## src/rtl/paged_dio_bank.sv

```systemverilog
module paged_dio_bank #(
  parameter int PORTS = 6,
  parameter int WIN   = 3
) (
  input  logic               clk,
  input  logic               rst_n,
  input  logic [3:0]         addr,
  input  logic [7:0]         wdata,
  input  logic               wr,
  input  logic               rd,
  output logic [7:0]         rdata,
  input  logic [PORTS*8-1:0] pad_in,
  output logic [PORTS*8-1:0] pad_oe,
  output logic [PORTS*8-1:0] pad_out,
  input  logic [WIN*8-1:0]   irq_set,
  output logic [WIN*8-1:0]   pol,
  output logic [WIN*8-1:0]   enab,
  output logic [WIN*8-1:0]   int_id
);
  localparam int LINES = PORTS * 8;
  localparam int WBITS = WIN * 8;
  localparam logic [3:0] A_PEND = 4'd6;
  localparam logic [3:0] A_CTRL = 4'd7;
  localparam logic [3:0] A_WIN  = 4'd8;

  logic [LINES-1:0] port_q;
  logic [7:0]       ctrl_q;
  logic [WBITS-1:0] pol_q, en_q, id_q, id_d;
  logic [7:0]       rdata_q, rsel;
  logic [WIN-1:0]   pend;
  logic [1:0]       page;

  assign page    = ctrl_q[7:6];
  assign pad_oe  = port_q;
  assign pad_out = '0;
  assign pol     = pol_q;
  assign enab    = en_q;
  assign int_id  = id_q;
  assign rdata   = rdata_q;

  always_comb begin
    for (int k = 0; k < WIN; k++) pend[k] = |id_q[k*8 +: 8];
  end

  always_comb begin
    id_d = id_q;
    for (int k = 0; k < WIN; k++)
      if (wr && page == 2'd3 && addr == A_WIN + 4'(k)) id_d[k*8 +: 8] = wdata;
    id_d = id_d | irq_set;
  end

  always_comb begin
    rsel = 8'h00;
    for (int p = 0; p < PORTS; p++)
      if (addr == 4'(p)) rsel = ~pad_in[p*8 +: 8];
    if (addr == A_PEND) rsel = 8'(pend);
    if (addr == A_CTRL) rsel = ctrl_q;
    for (int k = 0; k < WIN; k++)
      if (addr == A_WIN + 4'(k))
        case (page)
          2'd1:    rsel = pol_q[k*8 +: 8];
          2'd2:    rsel = en_q[k*8 +: 8];
          2'd3:    rsel = id_q[k*8 +: 8];
          default: rsel = 8'h00;
        endcase
  end

  always_ff @(posedge clk) begin
    if (!rst_n) begin
      port_q  <= '0;
      ctrl_q  <= '0;
      pol_q   <= '0;
      en_q    <= '0;
      id_q    <= '0;
      rdata_q <= '0;
    end else begin
      rdata_q <= rd ? rsel : 8'h00;
      id_q    <= id_d;
      if (wr && addr == A_CTRL) ctrl_q <= wdata;
      for (int p = 0; p < PORTS; p++)
        if (wr && addr == 4'(p) && !ctrl_q[p]) port_q[p*8 +: 8] <= wdata;
      for (int k = 0; k < WIN; k++)
        if (wr && addr == A_WIN + 4'(k)) begin
          if (page == 2'd1) pol_q[k*8 +: 8] <= wdata;
          if (page == 2'd2) en_q[k*8 +: 8]  <= wdata;
        end
    end
  end

  a_r2_write_lands: assert property (@(posedge clk) disable iff (!rst_n)
    (wr && addr == 4'd0 && !ctrl_q[0]) |=> (pad_oe[7:0] == $past(wdata)));

  a_r3_lock_holds: assert property (@(posedge clk) disable iff (!rst_n)
    (wr && addr < 4'(PORTS) && ctrl_q[addr[2:0]]) |=> $stable(pad_oe));

  a_r7_page0_ignored: assert property (@(posedge clk) disable iff (!rst_n)
    (wr && page == 2'd0 && addr >= A_WIN) |=> ($stable(pol) && $stable(enab)));

  a_r8_set_wins: assert property (@(posedge clk) disable iff (!rst_n)
    (|irq_set) |=> (($past(irq_set) & ~int_id) == '0));

  a_r9_pend_upper: assert property (@(posedge clk) disable iff (!rst_n)
    (rd && addr == A_PEND) |=> (rdata[7:WIN] == '0));

  a_r10_idle_zero: assert property (@(posedge clk) disable iff (!rst_n)
    !rd |=> (rdata == 8'h00));
endmodule

```

## config.mk

```make
export PLATFORM = sky130hd
export DESIGN_NAME = paged_dio_bank
export DESIGN_NICKNAME = d
export VERILOG_FILES = /design/src/rtl/paged_dio_bank.sv
export SDC_FILE = /design/constraint.sdc
export NUM_CORES = 1
export LEC_CHECK = 0
export BUFFER_PORTS_ARGS = -buffer_cell sky130_fd_sc_hd__buf_2
export CAP_MARGIN = 30
export CORE_UTILIZATION = 45
export DETAILED_ROUTE_END_ITERATION = 16
export MAX_ROUTING_LAYER = met4
export PLACE_DENSITY = 0.85
export SLEW_MARGIN = 20
export SYNTH_ARGS = -nofsm -noshare
export SYNTH_HDL_FRONTEND = slang
export SYNTH_SLANG_ARGS = --single-unit
```

## constraint.sdc

```tcl
create_clock -name clk -period 1.7 [get_ports clk]
set_input_delay 0.17 -clock clk [delete_from_list [all_inputs] [get_ports clk]]
set_output_delay 0.17 -clock clk [all_outputs]
set_load 0.02 [all_outputs]
```

==> out/metrics.yaml <==
status:
  status: "complete, but fails checks"
  violations: "negative setup slack"
final_layout:
  ff_latch_area_mm2: 0.00273
  layout-drive-gt1-share_pct: 37.8
  final_area_mm2: 0.00911
  syn_to_final_growth_pct: 31.5
  fin_nets: 1060
  multi_input_area_mm2: 0.00383
  fillers: 1195
yosys:
  synth_cell_type_count: 47
  synth-async-reset-ratio_pct: 0
  syn_area_per_cell_um2: 9.70
  synth_cells: 714
  syn-cell-area_mm2: 0.00693
  ys_ff_latch: 136
  ys.flop_type: "dfxtp_1"
  synth-seq-area-share_pct: 39.3
  yosys_warnings: 0
  synth_edf_count: 0
floorplan:
  dieWidth_um: 126
  rows: 44
  dieArea_mm2: 0.0159
  ios: 264
  start_util_pct: 47.0
  die_h_um: 126
  core_area_mm2: 0.0148
placed_design:
  dpl.hpwl_um: 15200
  gp_congestion: 0.970
  port_buffers: 215
  dpl_cell_area_mm2: 0.00825
drt:
  drt_iter0_drc: 475
  first_pass_iters: 5
  num_vias: 6296
  drc_errors: 0
  ant_nets: 0
  wl_per_cell_um: 19.1
  drt-total-wl_um: 22200
  vias_per_cell: 5.40
grt:
  met1_usage_pct: 31.7
  gr-max-usage-layer: "met2"
  overflow: 0
  grt_pass1_wl_um: 33500
  grt_max_degree: 129
  gr-usage-met2_pct: 48.0
  met3_usage_pct: 7.69
  grt_usage_pct: 28.6
  grt_pass1_vias: 6074
  antenna_found_initial: 1
timing:
  hold_viol_final: 0
  fin_ws_ps: -4.66
  setup_viol: 2
  finalCriticalPeriod_ps: 1700
  fin_crit_sh_pct: 100
  rsz0062_at_grt: "yes"
  whs_ps: 205
  finalSetupTns_ps: -5.92
  slew_viol_final: 0
  skew_ps: 8.23
  timing.fmax_mhz: 587
  maxSlewHeadroom_pct: 66.6
  worst_slew_pin_slew_ps: 496
clocking:
  cts_htree_levels: 4
  cts.clk_slew.worst_paths_ps: 60
  cts_buffer_depth: 2
  cts_made_buffers: 17
  clockRootBuffer: "clkbuf_16"
  clkLatencyLatePin_ps: 410
  cts_sinks: 136
  cts_tree: "yes"
power_and_ir_drop:
  total_power_uw: 7480
  p_leak_uw: 0.00429
  ir_worst_vdd_v: 0.000590
  power.density_mw_per_mm2: 821
setup_path:
  critPathMaxStageDelay_ps: 350
  crit_arrival_ps: 1990
  start_kind: "flop"
  cp_cell_sequence: "buf_8 > buf_4 > mux2_2 > a221oi_1 > a31oi_1 > nand2_1 > a31oi_2"
  path_class: "flop to flop"
  worst_setup_path_end_kind: "flop"
  cp.required_ps: 1980
  cp_max_fo: 8
  worst_path_max_delay_cell: "dfxtp_2"
run:
  maxCapViolCount: 0
worst_hold_path:
  hp-class: "primary input to flop"
-- final cells by class --
cell class,count,area share [%]
Tap cell,184,2.53
Clock buffer,24,5.29
Antenna cell,1,0.0275
Sequential cell,136,29.9
Multi-Input combinational cell,522,42.1
Timing Repair Buffer,295,19.9
Clock inverter,4,0.247
-- critical path: cells and delay by family (launching register included) --
kind / cells / cell delay (ps)
flops: 1 / 350
buf+inv: 2 / 260
compound gates: 3 / 480
mux: 1 / 330
simple gates: 1 / 160
-- cell usage after synthesis, types with 3 or more instances --
master | instances | area [um^2]
a21boi_0 | 16 | 120
a21oi_1 | 19 | 95.1
a221oi_1 | 8 | 70.1
a22oi_1 | 13 | 97.6
a2bb2oi_1 | 3 | 26.3
a31oi_1 | 9 | 56.3
and3_1 | 3 | 18.8
buf_2 | 20 | 100
buf_4 | 51 | 383
buf_6 | 3 | 33.8
clkbuf_1 | 28 | 105
dfxtp_1 | 136 | 2720
mux2_2 | 48 | 541
mux2i_1 | 96 | 961
mux4_2 | 3 | 67.6
nand2_1 | 43 | 161
nand2b_1 | 8 | 50.1
nand3_1 | 18 | 90.1
nor2_1 | 15 | 56.3
nor2_4 | 4 | 45.0
nor2b_1 | 93 | 582
nor3_1 | 6 | 30.0
nor4_1 | 3 | 18.8
o21a_1 | 25 | 188
o21ai_0 | 9 | 45.0
o221ai_1 | 3 | 26.3
o22ai_1 | 5 | 31.3
-- power by group --
group | leakage [uW] | total (uW) | internal, uW | switching [uW]
sequential | 0.00111 | 3310 | 3250 | 57.7
combinational | 0.00293 | 934 | 384 | 550
clock | 0.000248 | 3230 | 1940 | 1300
total | 0.00429 | 7480 | 5570 | 1910
-- registers in the layout, summed over array words and instances, names as in the netlist --
register and cells:
ctrl_q 8, enab 24, int_id 24, pad_oe 48, pol 24, rdata 8
-- timing repair --
item | in CTS | in global routing
setup endpoints to repair | 20 | 21
hold endpoints to repair | 24 | 0
pin swaps | 1 | 8
buffers inserted | 0 | 3
hold buffers | 24 | 0
gates resized for setup | 8 | 15
-- stage by stage --
step	utilization, %	cells	setup slack (ps)
after floorplan	-	761	124
after global placement	55.9	1110	-69.6
after detailed placement	55.9	1110	-98.0
after CTS	61.2	1162	22.2
after global routing	61.8	1166	-74.9
final	61.8	1166	-4.66
-- cells in the final DEF, fill, tap and decap left out, types with 3 or more instances in the layout --
cell / count
a21oi_1: 17
a31oi_1: 8
mux4_2: 3
a2bb2oi_1: 3
a221oi_1: 6
conb_1: 48
mux2i_1: 96
o22ai_1: 4
o221ai_1: 3
clkbuf_8: 3
nor2_1: 15
clkbuf_1: 4
o21ai_0: 9
buf_12: 5
dfxtp_1: 134
o21a_1: 25
dlygate4sd3_1: 24
buf_2: 215
nor3_1: 6
and3_1: 3
nand2_1: 43
clkbuf_16: 17
buf_4: 48
nor2b_1: 91
nand3_1: 18
mux2_2: 46
a21boi_0: 16
nor2_4: 4
clkinv_2: 3
nand2b_1: 8
a22oi_1: 11
-- metal layers --
layer / routed length, um / vias to the layer above
met4: 733 / 0
met5: 0 / -
met2: 11000 / 335
met3: 1800 / 60
li1: - / 2921
met1: 8740 / 2980
-- cells by family after synthesis --
group / after synthesis / synth area share (%)
and+or+nand+nor: 208 / 17.0
muxes: 147 / 22.6
buffers and inverters: 103 / 9.03
other: 1 / 0.0541
AOI/OAI and AO/OA: 119 / 12.0
DFF: 136 / 39.3
-- final timing paths --
path / from / endpoint / slack (ps) / cells past startpoint
worst max-delay path: ctrl_q[6]$_SDFFE_PN0P_ / rdata[3]$_SDFF_PN0_ / -5 / 7
worst min-delay path: rd / rdata[6]$_SDFF_PN0_ / 210 / 3
worst max register to register: ctrl_q[6]$_SDFFE_PN0P_ / rdata[3]$_SDFF_PN0_ / -5 / 7
worst min register to register: pol[1]$_SDFFE_PN0P_ / pol[1]$_SDFFE_PN0P_ / 500 / 2
Power figures use the tool's default switching activity.
